**src/rtl/unlock_pkg.sv**
```systemverilog
package unlock_pkg;

    // Number of command writes already accepted.
    typedef enum logic [2:0] {
        STEP_IDLE = 3'd0,
        STEP_1    = 3'd1,
        STEP_2    = 3'd2,
        STEP_3    = 3'd3,
        STEP_4    = 3'd4,
        STEP_5    = 3'd5
    } step_e;

    localparam int unsigned N_USERS = 2;

    typedef struct packed {
        step_e                step;
        logic                 user;
        logic                 pw_ok;
        logic [N_USERS-1:0]   unlock;
        logic                 err;
    } seq_state_t;

    localparam seq_state_t SEQ_RESET = '{
        step:   STEP_IDLE,
        user:   1'b0,
        pw_ok:  1'b0,
        unlock: '0,
        err:    1'b0
    };

endpackage

```
**src/rtl/unlock_step_match.sv**
```systemverilog
module unlock_step_match
    import unlock_pkg::*;
#(
    parameter int unsigned   LO_W      = 16,
    parameter logic [LO_W-1:0] ADDR_HI   = 16'hA000,
    parameter logic [LO_W-1:0] LO_FIRST  = 16'h5554,
    parameter logic [LO_W-1:0] LO_SECOND = 16'hAAA8,
    parameter logic [LO_W-1:0] LO_USER   = 16'h553C,
    parameter logic [LO_W-1:0] LO_LAST   = 16'h5558,
    parameter logic [7:0]      BYTE_1    = 8'hAA,
    parameter logic [7:0]      BYTE_2    = 8'h55,
    parameter logic [7:0]      BYTE_END  = 8'h05,
    parameter int unsigned     NUM_USERS = 2
) (
    input  step_e             step,
    input  logic [2*LO_W-1:0] addr,
    input  logic [7:0]        data_lo,
    output logic              step_hit,
    output logic              start_hit
);

    logic [LO_W-1:0] addr_hi;
    logic [LO_W-1:0] addr_lo;
    logic            hi_ok;
    logic            user_ok;

    assign addr_hi = addr[2*LO_W-1:LO_W];
    assign addr_lo = addr[LO_W-1:0];
    assign hi_ok   = (addr_hi == ADDR_HI);
    // Only user codes below NUM_USERS are legal; the OTP code is not.
    assign user_ok = ({24'd0, data_lo} < NUM_USERS);

    assign start_hit = hi_ok && (addr_lo == LO_FIRST) && (data_lo == BYTE_1);

    always_comb begin
        step_hit = 1'b0;
        unique case (step)
            STEP_IDLE: step_hit = start_hit;
            STEP_1:    step_hit = hi_ok && (addr_lo == LO_SECOND) && (data_lo == BYTE_2);
            STEP_2:    step_hit = hi_ok && (addr_lo == LO_USER) && user_ok;
            STEP_3,
            STEP_4:    step_hit = hi_ok && (addr_lo == LO_SECOND);
            STEP_5:    step_hit = hi_ok && (addr_lo == LO_LAST) && (data_lo == BYTE_END);
            default:   step_hit = 1'b0;
        endcase
    end

endmodule

```
**src/rtl/unlock_key_cmp.sv**
```systemverilog
module unlock_key_cmp #(
    parameter int unsigned DATA_W = 32,
    parameter int unsigned USERS  = 2
) (
    input  logic [DATA_W-1:0] data,
    input  logic [DATA_W-1:0] key_a [USERS],
    input  logic [DATA_W-1:0] key_b [USERS],
    input  logic              user,
    input  logic              second,
    output logic              match
);

    logic [USERS-1:0] eq_a;
    logic [USERS-1:0] eq_b;

    for (genvar u = 0; u < USERS; u++) begin : g_user
        assign eq_a[u] = (data == key_a[u]);
        assign eq_b[u] = (data == key_b[u]);
    end

    assign match = second ? eq_b[user] : eq_a[user];

endmodule

```
**src/rtl/unlock_grant.sv**
```systemverilog
module unlock_grant #(
    parameter int unsigned USERS = 2
) (
    input  logic [USERS-1:0] unlock,
    input  logic [USERS-1:0] rd_prot,
    output logic [USERS-1:0] wr_allow
);

    for (genvar u = 0; u < USERS; u++) begin : g_allow
        assign wr_allow[u] = unlock[u] & ~rd_prot[u];
    end

endmodule

```
**src/rtl/unlock_seq.sv**
```systemverilog
module unlock_seq
    import unlock_pkg::*;
#(
    parameter int unsigned ADDR_W = 32,
    parameter int unsigned DATA_W = 32
) (
    input  logic              clk,
    input  logic              rst_n,
    input  logic              sw_rst,
    input  logic              wr_en,
    input  logic [ADDR_W-1:0] wr_addr,
    input  logic [DATA_W-1:0] wr_data,
    input  logic [DATA_W-1:0] key0_a,
    input  logic [DATA_W-1:0] key0_b,
    input  logic [DATA_W-1:0] key1_a,
    input  logic [DATA_W-1:0] key1_b,
    input  logic [1:0]        rd_prot,
    input  logic              resume,
    output logic [1:0]        unlock,
    output logic              prot_err,
    output logic [1:0]        wr_allow
);

    localparam int unsigned LO_W = ADDR_W / 2;

    seq_state_t st_d, st_q;

    logic              step_hit;
    logic              start_hit;
    logic              key_eq;
    logic [DATA_W-1:0] key_a_arr [N_USERS];
    logic [DATA_W-1:0] key_b_arr [N_USERS];

    assign key_a_arr[0] = key0_a;
    assign key_a_arr[1] = key1_a;
    assign key_b_arr[0] = key0_b;
    assign key_b_arr[1] = key1_b;

    unlock_step_match #(
        .LO_W      (LO_W),
        .NUM_USERS (N_USERS)
    ) u_match (
        .step      (st_q.step),
        .addr      (wr_addr),
        .data_lo   (wr_data[7:0]),
        .step_hit  (step_hit),
        .start_hit (start_hit)
    );

    unlock_key_cmp #(
        .DATA_W (DATA_W),
        .USERS  (N_USERS)
    ) u_key (
        .data   (wr_data),
        .key_a  (key_a_arr),
        .key_b  (key_b_arr),
        .user   (st_q.user),
        .second (st_q.step == STEP_4),
        .match  (key_eq)
    );

    always_comb begin
        st_d = st_q;
        if (resume) begin
            st_d.unlock = '0;
        end
        if (wr_en && !st_q.err) begin
            if (step_hit) begin
                unique case (st_q.step)
                    STEP_IDLE: st_d.step = STEP_1;
                    STEP_1:    st_d.step = STEP_2;
                    STEP_2: begin
                        st_d.user = wr_data[0];
                        st_d.step = STEP_3;
                    end
                    STEP_3: begin
                        st_d.pw_ok = key_eq;
                        st_d.step  = STEP_4;
                    end
                    STEP_4: begin
                        st_d.pw_ok = st_q.pw_ok & key_eq;
                        st_d.step  = STEP_5;
                    end
                    STEP_5: begin
                        st_d.step = STEP_IDLE;
                        if (!st_q.pw_ok) begin
                            st_d.err = 1'b1;
                        end else if (!rd_prot[st_q.user] && !resume) begin
                            st_d.unlock[st_q.user] = 1'b1;
                        end
                    end
                    default: st_d.step = STEP_IDLE;
                endcase
            end else begin
                st_d.step = start_hit ? STEP_1 : STEP_IDLE;
            end
        end
        if (sw_rst) begin
            st_d = SEQ_RESET;
        end
    end

    always_ff @(posedge clk or negedge rst_n) begin
        if (!rst_n) begin
            st_q <= SEQ_RESET;
        end else begin
            st_q <= st_d;
        end
    end

    assign unlock   = st_q.unlock;
    assign prot_err = st_q.err;

    unlock_grant #(
        .USERS (N_USERS)
    ) u_grant (
        .unlock   (st_q.unlock),
        .rd_prot  (rd_prot),
        .wr_allow (wr_allow)
    );

endmodule

```
**config.mk**
```make
export PLATFORM = sky130hd
export DESIGN_NAME = unlock_seq
export DESIGN_NICKNAME = d
export VERILOG_FILES = /design/src/rtl/unlock_pkg.sv /design/src/rtl/unlock_step_match.sv /design/src/rtl/unlock_key_cmp.sv /design/src/rtl/unlock_grant.sv /design/src/rtl/unlock_seq.sv
export SDC_FILE = /design/constraint.sdc
export NUM_CORES = 1
export LEC_CHECK = 0
export BUFFER_PORTS_ARGS = -buffer_cell sky130_fd_sc_hd__buf_2
export CAP_MARGIN = 20
export CORE_AREA = 4 4 78 80
export CTS_CLUSTER_SIZE = 8
export DETAILED_ROUTE_END_ITERATION = 8
export DIE_AREA = 0 0 82 84
export GPL_ROUTABILITY_DRIVEN = 0
export PLACE_DENSITY_LB_ADDON = 0.08
export SLEW_MARGIN = 20
export SYNTH_ARGS = -nofsm -noshare
export SYNTH_HDL_FRONTEND = slang
export SYNTH_SLANG_ARGS = --single-unit
```
**constraint.sdc**
```tcl
create_clock -name clk -period 7.2 [get_ports clk]
set_clock_uncertainty 0.15 [all_clocks]
set_input_delay 0.72 -clock clk [delete_from_list [all_inputs] [get_ports clk]]
set_output_delay 0.72 -clock clk [all_outputs]
set_load 0.01 [all_outputs]
```
==> results.md <==
- Status: completed
- Number of CTS-inserted buffers: 3
- RSZ-0062 raised after global routing: false
- Pin count of the biggest net entering global routing: 37
- CTS resizes: 0
- Critical Path End Type: register
- Port-buffer cells: a little over 200
- Layout Nets: 577
- Post-CTS Hold Buffers: 0
- Die area: roughly 7000 um^2
- Flop pwr share: 0.225
- Distinct cell type count after synthesis: 45
- H-Tree Depth: 1
- CP max stage cell: dfrtp_2
- Synthesized area: 1930 um^2
- Worst skew pair latency: around 230 ps
- CTS Root Cell: clkbuf_8
- Drt pass-1 iters: 4
- Internal: between 100 and 150 uW
- Core ar.: around 5400 um^2
- Leak pwr: 0.00141 uW
- Final Hold Vio Count: 0
- Routed WL: 7640 um
- Post-detailed-route count of antenna-violating nets: 0
- Cell taking the most area after synthesis: mux4_2
- Clock network fraction of design power: 0.293
- Most common cell in the netlist: mux4_2
- Syn Inst Count: approximately 180
- WP data arrival: approximately 3100 ps
- Synthesized flop and latch total: 8
- CP Buf/Inv Count: 1
- Final Core Density: 0.554
- Final setup margin: slightly above 4000 ps
- Syn Nets: 380
- Crit path required time: between 7000 and 8000 ps
- Worst slack at placement: roughly 4000 ps
- Register area: between 200 and 250 um^2
- Total GRT Usage: 0.218
- Cell family contributing the most delay on the critical path: simple AND/OR/NAND/NOR gates
- Fin crit share: 0.433
- Area Growth Syn to Fin: 55.5%
- Final Instance Area: about 3000 um^2
- Chip height: between 80 and 90 um
- Seq/Total Area, Yosys: 0.104
- Longest Clk Path Bufs: 2
- First-pass GRT wire length: around 12000 um
- Post-DP HPWL: 6860 um
- Total negative setup slack: 0 ps
- GRT overflow: 0
- Critical setup path kind: reg -> reg
- Slew Limit Headroom: 0.643
- Vias: 2358
- Vias in the first global route: about 2600
- Die W: between 80 and 90 um
- Main synth FF type: dfrtp_1
- Multi-input gate area in the final layout: approximately 1600 um^2
- Tmin final: 3120 ps
- Slowest Stage Delay on Critical Path: around 670 ps
- Initial DRC count: 68
- ANT cells: 0
- Comb pwr share: 0.482
- Dpl cell area: about 2900 um^2
- Post-synth EDFFs: 0
- CTS tree: built
- Max-Cap Viols: 0
- CP Launch Type: register
- Slew @ Worst Pin: approximately 530 ps
- Fin. max-slew vios: 0
- Share of the synthesized area in the top cell type: 0.327
- Ports: between 200 and 250
- Avg Vias per Cell: 5.25
- TritonCTS Sinks: 8
- WL/cell: approximately 17 um
- Sw Ratio: 0.273
- Number of fill cells: approximately 530
- Clock-pin transition on the worst setup and hold timing paths: ~50 ps
- Setup bufs post-CTS: 0
- Synth area leaders: mux4_2 (33%), dfrtp_1 (10%), xor2_1 (8.6%)
- Core Rows: 27
- F_max: around 0.32 GHz
- Asr flop ratio synth: 1.00
- PwrDens: around 67 nW/um^2
- Layout cell share with drive strength beyond 1: 0.645
- Starting Density: 0.356
- Worst hold path class: in -> async
- Worst Path Max Fanout: 20
- Synth Warn #: 0
- Sw Pwr: roughly 55 uW
- Avg Inst Size Synth: between 10 and 15 um^2
- Peak supply drop: just under 0.08 mV
- Most frequent cells after synthesis: mux4_2 (28), xor2_1 (19), xnor2_1 (12)
- Worst hold slack: 168 ps
- # setup viols final: 0
- Critical path, cell by cell: buf_4, mux4_1, xor2_1, or4_1, nor4_1, nand4_1, o21ai_1
- Initial antenna violation count: 0
- Drc violations: 0
path summary, 6_finish.rpt:
check                            endpoint     start  depth (start not counted)  slack, ps
worst max-delay path              st_q[3]   st_q[4]                          7       4080
worst min-delay path            unlock[0]     rst_n                          1        170
worst max register to register    st_q[3]   st_q[4]                          7       4080
worst min register to register   prot_err  prot_err                          2        370
max in group asynchronous         st_q[4]     rst_n                          1       6550
min in group clk                 prot_err  prot_err                          2        370
sequential cells by signal, summed over array words and instances, names as in the netlist:
register,count
unlock,2
st_q,5
prot_err,1
layer usage:
| metal | GRT usage | share of wire | vias to the layer above |
|---|---|---|---|
| met4 | 0.0393 | 0.019 | 0 |
| met1 | 0.224 | 0.34 | 1098 |
| met3 | 0.0572 | 0.085 | 14 |
| met5 | 0 | 0 | - |
| li1 | - | - | 1140 |
| met2 | 0.428 | 0.56 | 106 |
area by class of cell:
type / count / area share
flip-flops and latches: 8 / 0.0673
well taps: 72 / 0.0301
multi-input cells: 157 / 0.539
clock buffers: 4 / 0.0150
repair buffers: 205 / 0.344
inverters: 3 / 0.00376
cells in the final DEF (no fill, tap or decap), types with 5 or more instances in the layout:
master,netlist,final
a21oi_1,5,5
buf_2,4,203
dfrtp_1,8,7
mux4_2,28,28
nand2_1,7,7
nand4_1,7,7
nor2_1,9,9
nor3_1,5,5
nor4_1,9,9
xnor2_1,12,12
xor2_1,19,19
through the flow:
step / std cells / power (uW)
2_1_floorplan: 181 / 80.6
3_3_place_gp: 445 / 141
3_5_place_dp: 445 / 143
4_1_cts: 449 / 201
5_1_grt: 449 / 214
6_report: 449 / 200
cells by family after synthesis:
| logic type | after synthesis | share of synthesized area |
|---|---|---|
| xor+xnor | 31 | 0.141 |
| compound gates | 21 | 0.0721 |
| flops | 8 | 0.104 |
| mux | 34 | 0.385 |
| buf+inv | 16 | 0.0572 |
| simple gates | 71 | 0.241 |
power by group through the flow:
stage,combinational (uW),sequential [uW],clock [uW]
2_1_floorplan,34.8,45.8,0
3_3_place_gp,95.1,45.8,0
3_5_place_dp,97.1,45.8,0
4_1_cts,97.3,45.1,58.6
5_1_grt,107,45.0,62.4
6_report,96.3,45.1,58.5
worst register-to-register path: cells and delay by family, from the launching register on:
| kind | cells | cell delay [ps] |
|---|---|---|
| flip-flops | 1 | 670 |
| multiplexers | 1 | 620 |
| AO/OA/AOI/OAI | 1 | 130 |
| buffers and inverters | 1 | 430 |
| AND/OR/NAND/NOR | 3 | 910 |
| XOR/XNOR | 1 | 150 |
(Power assumes the default switching activity.)
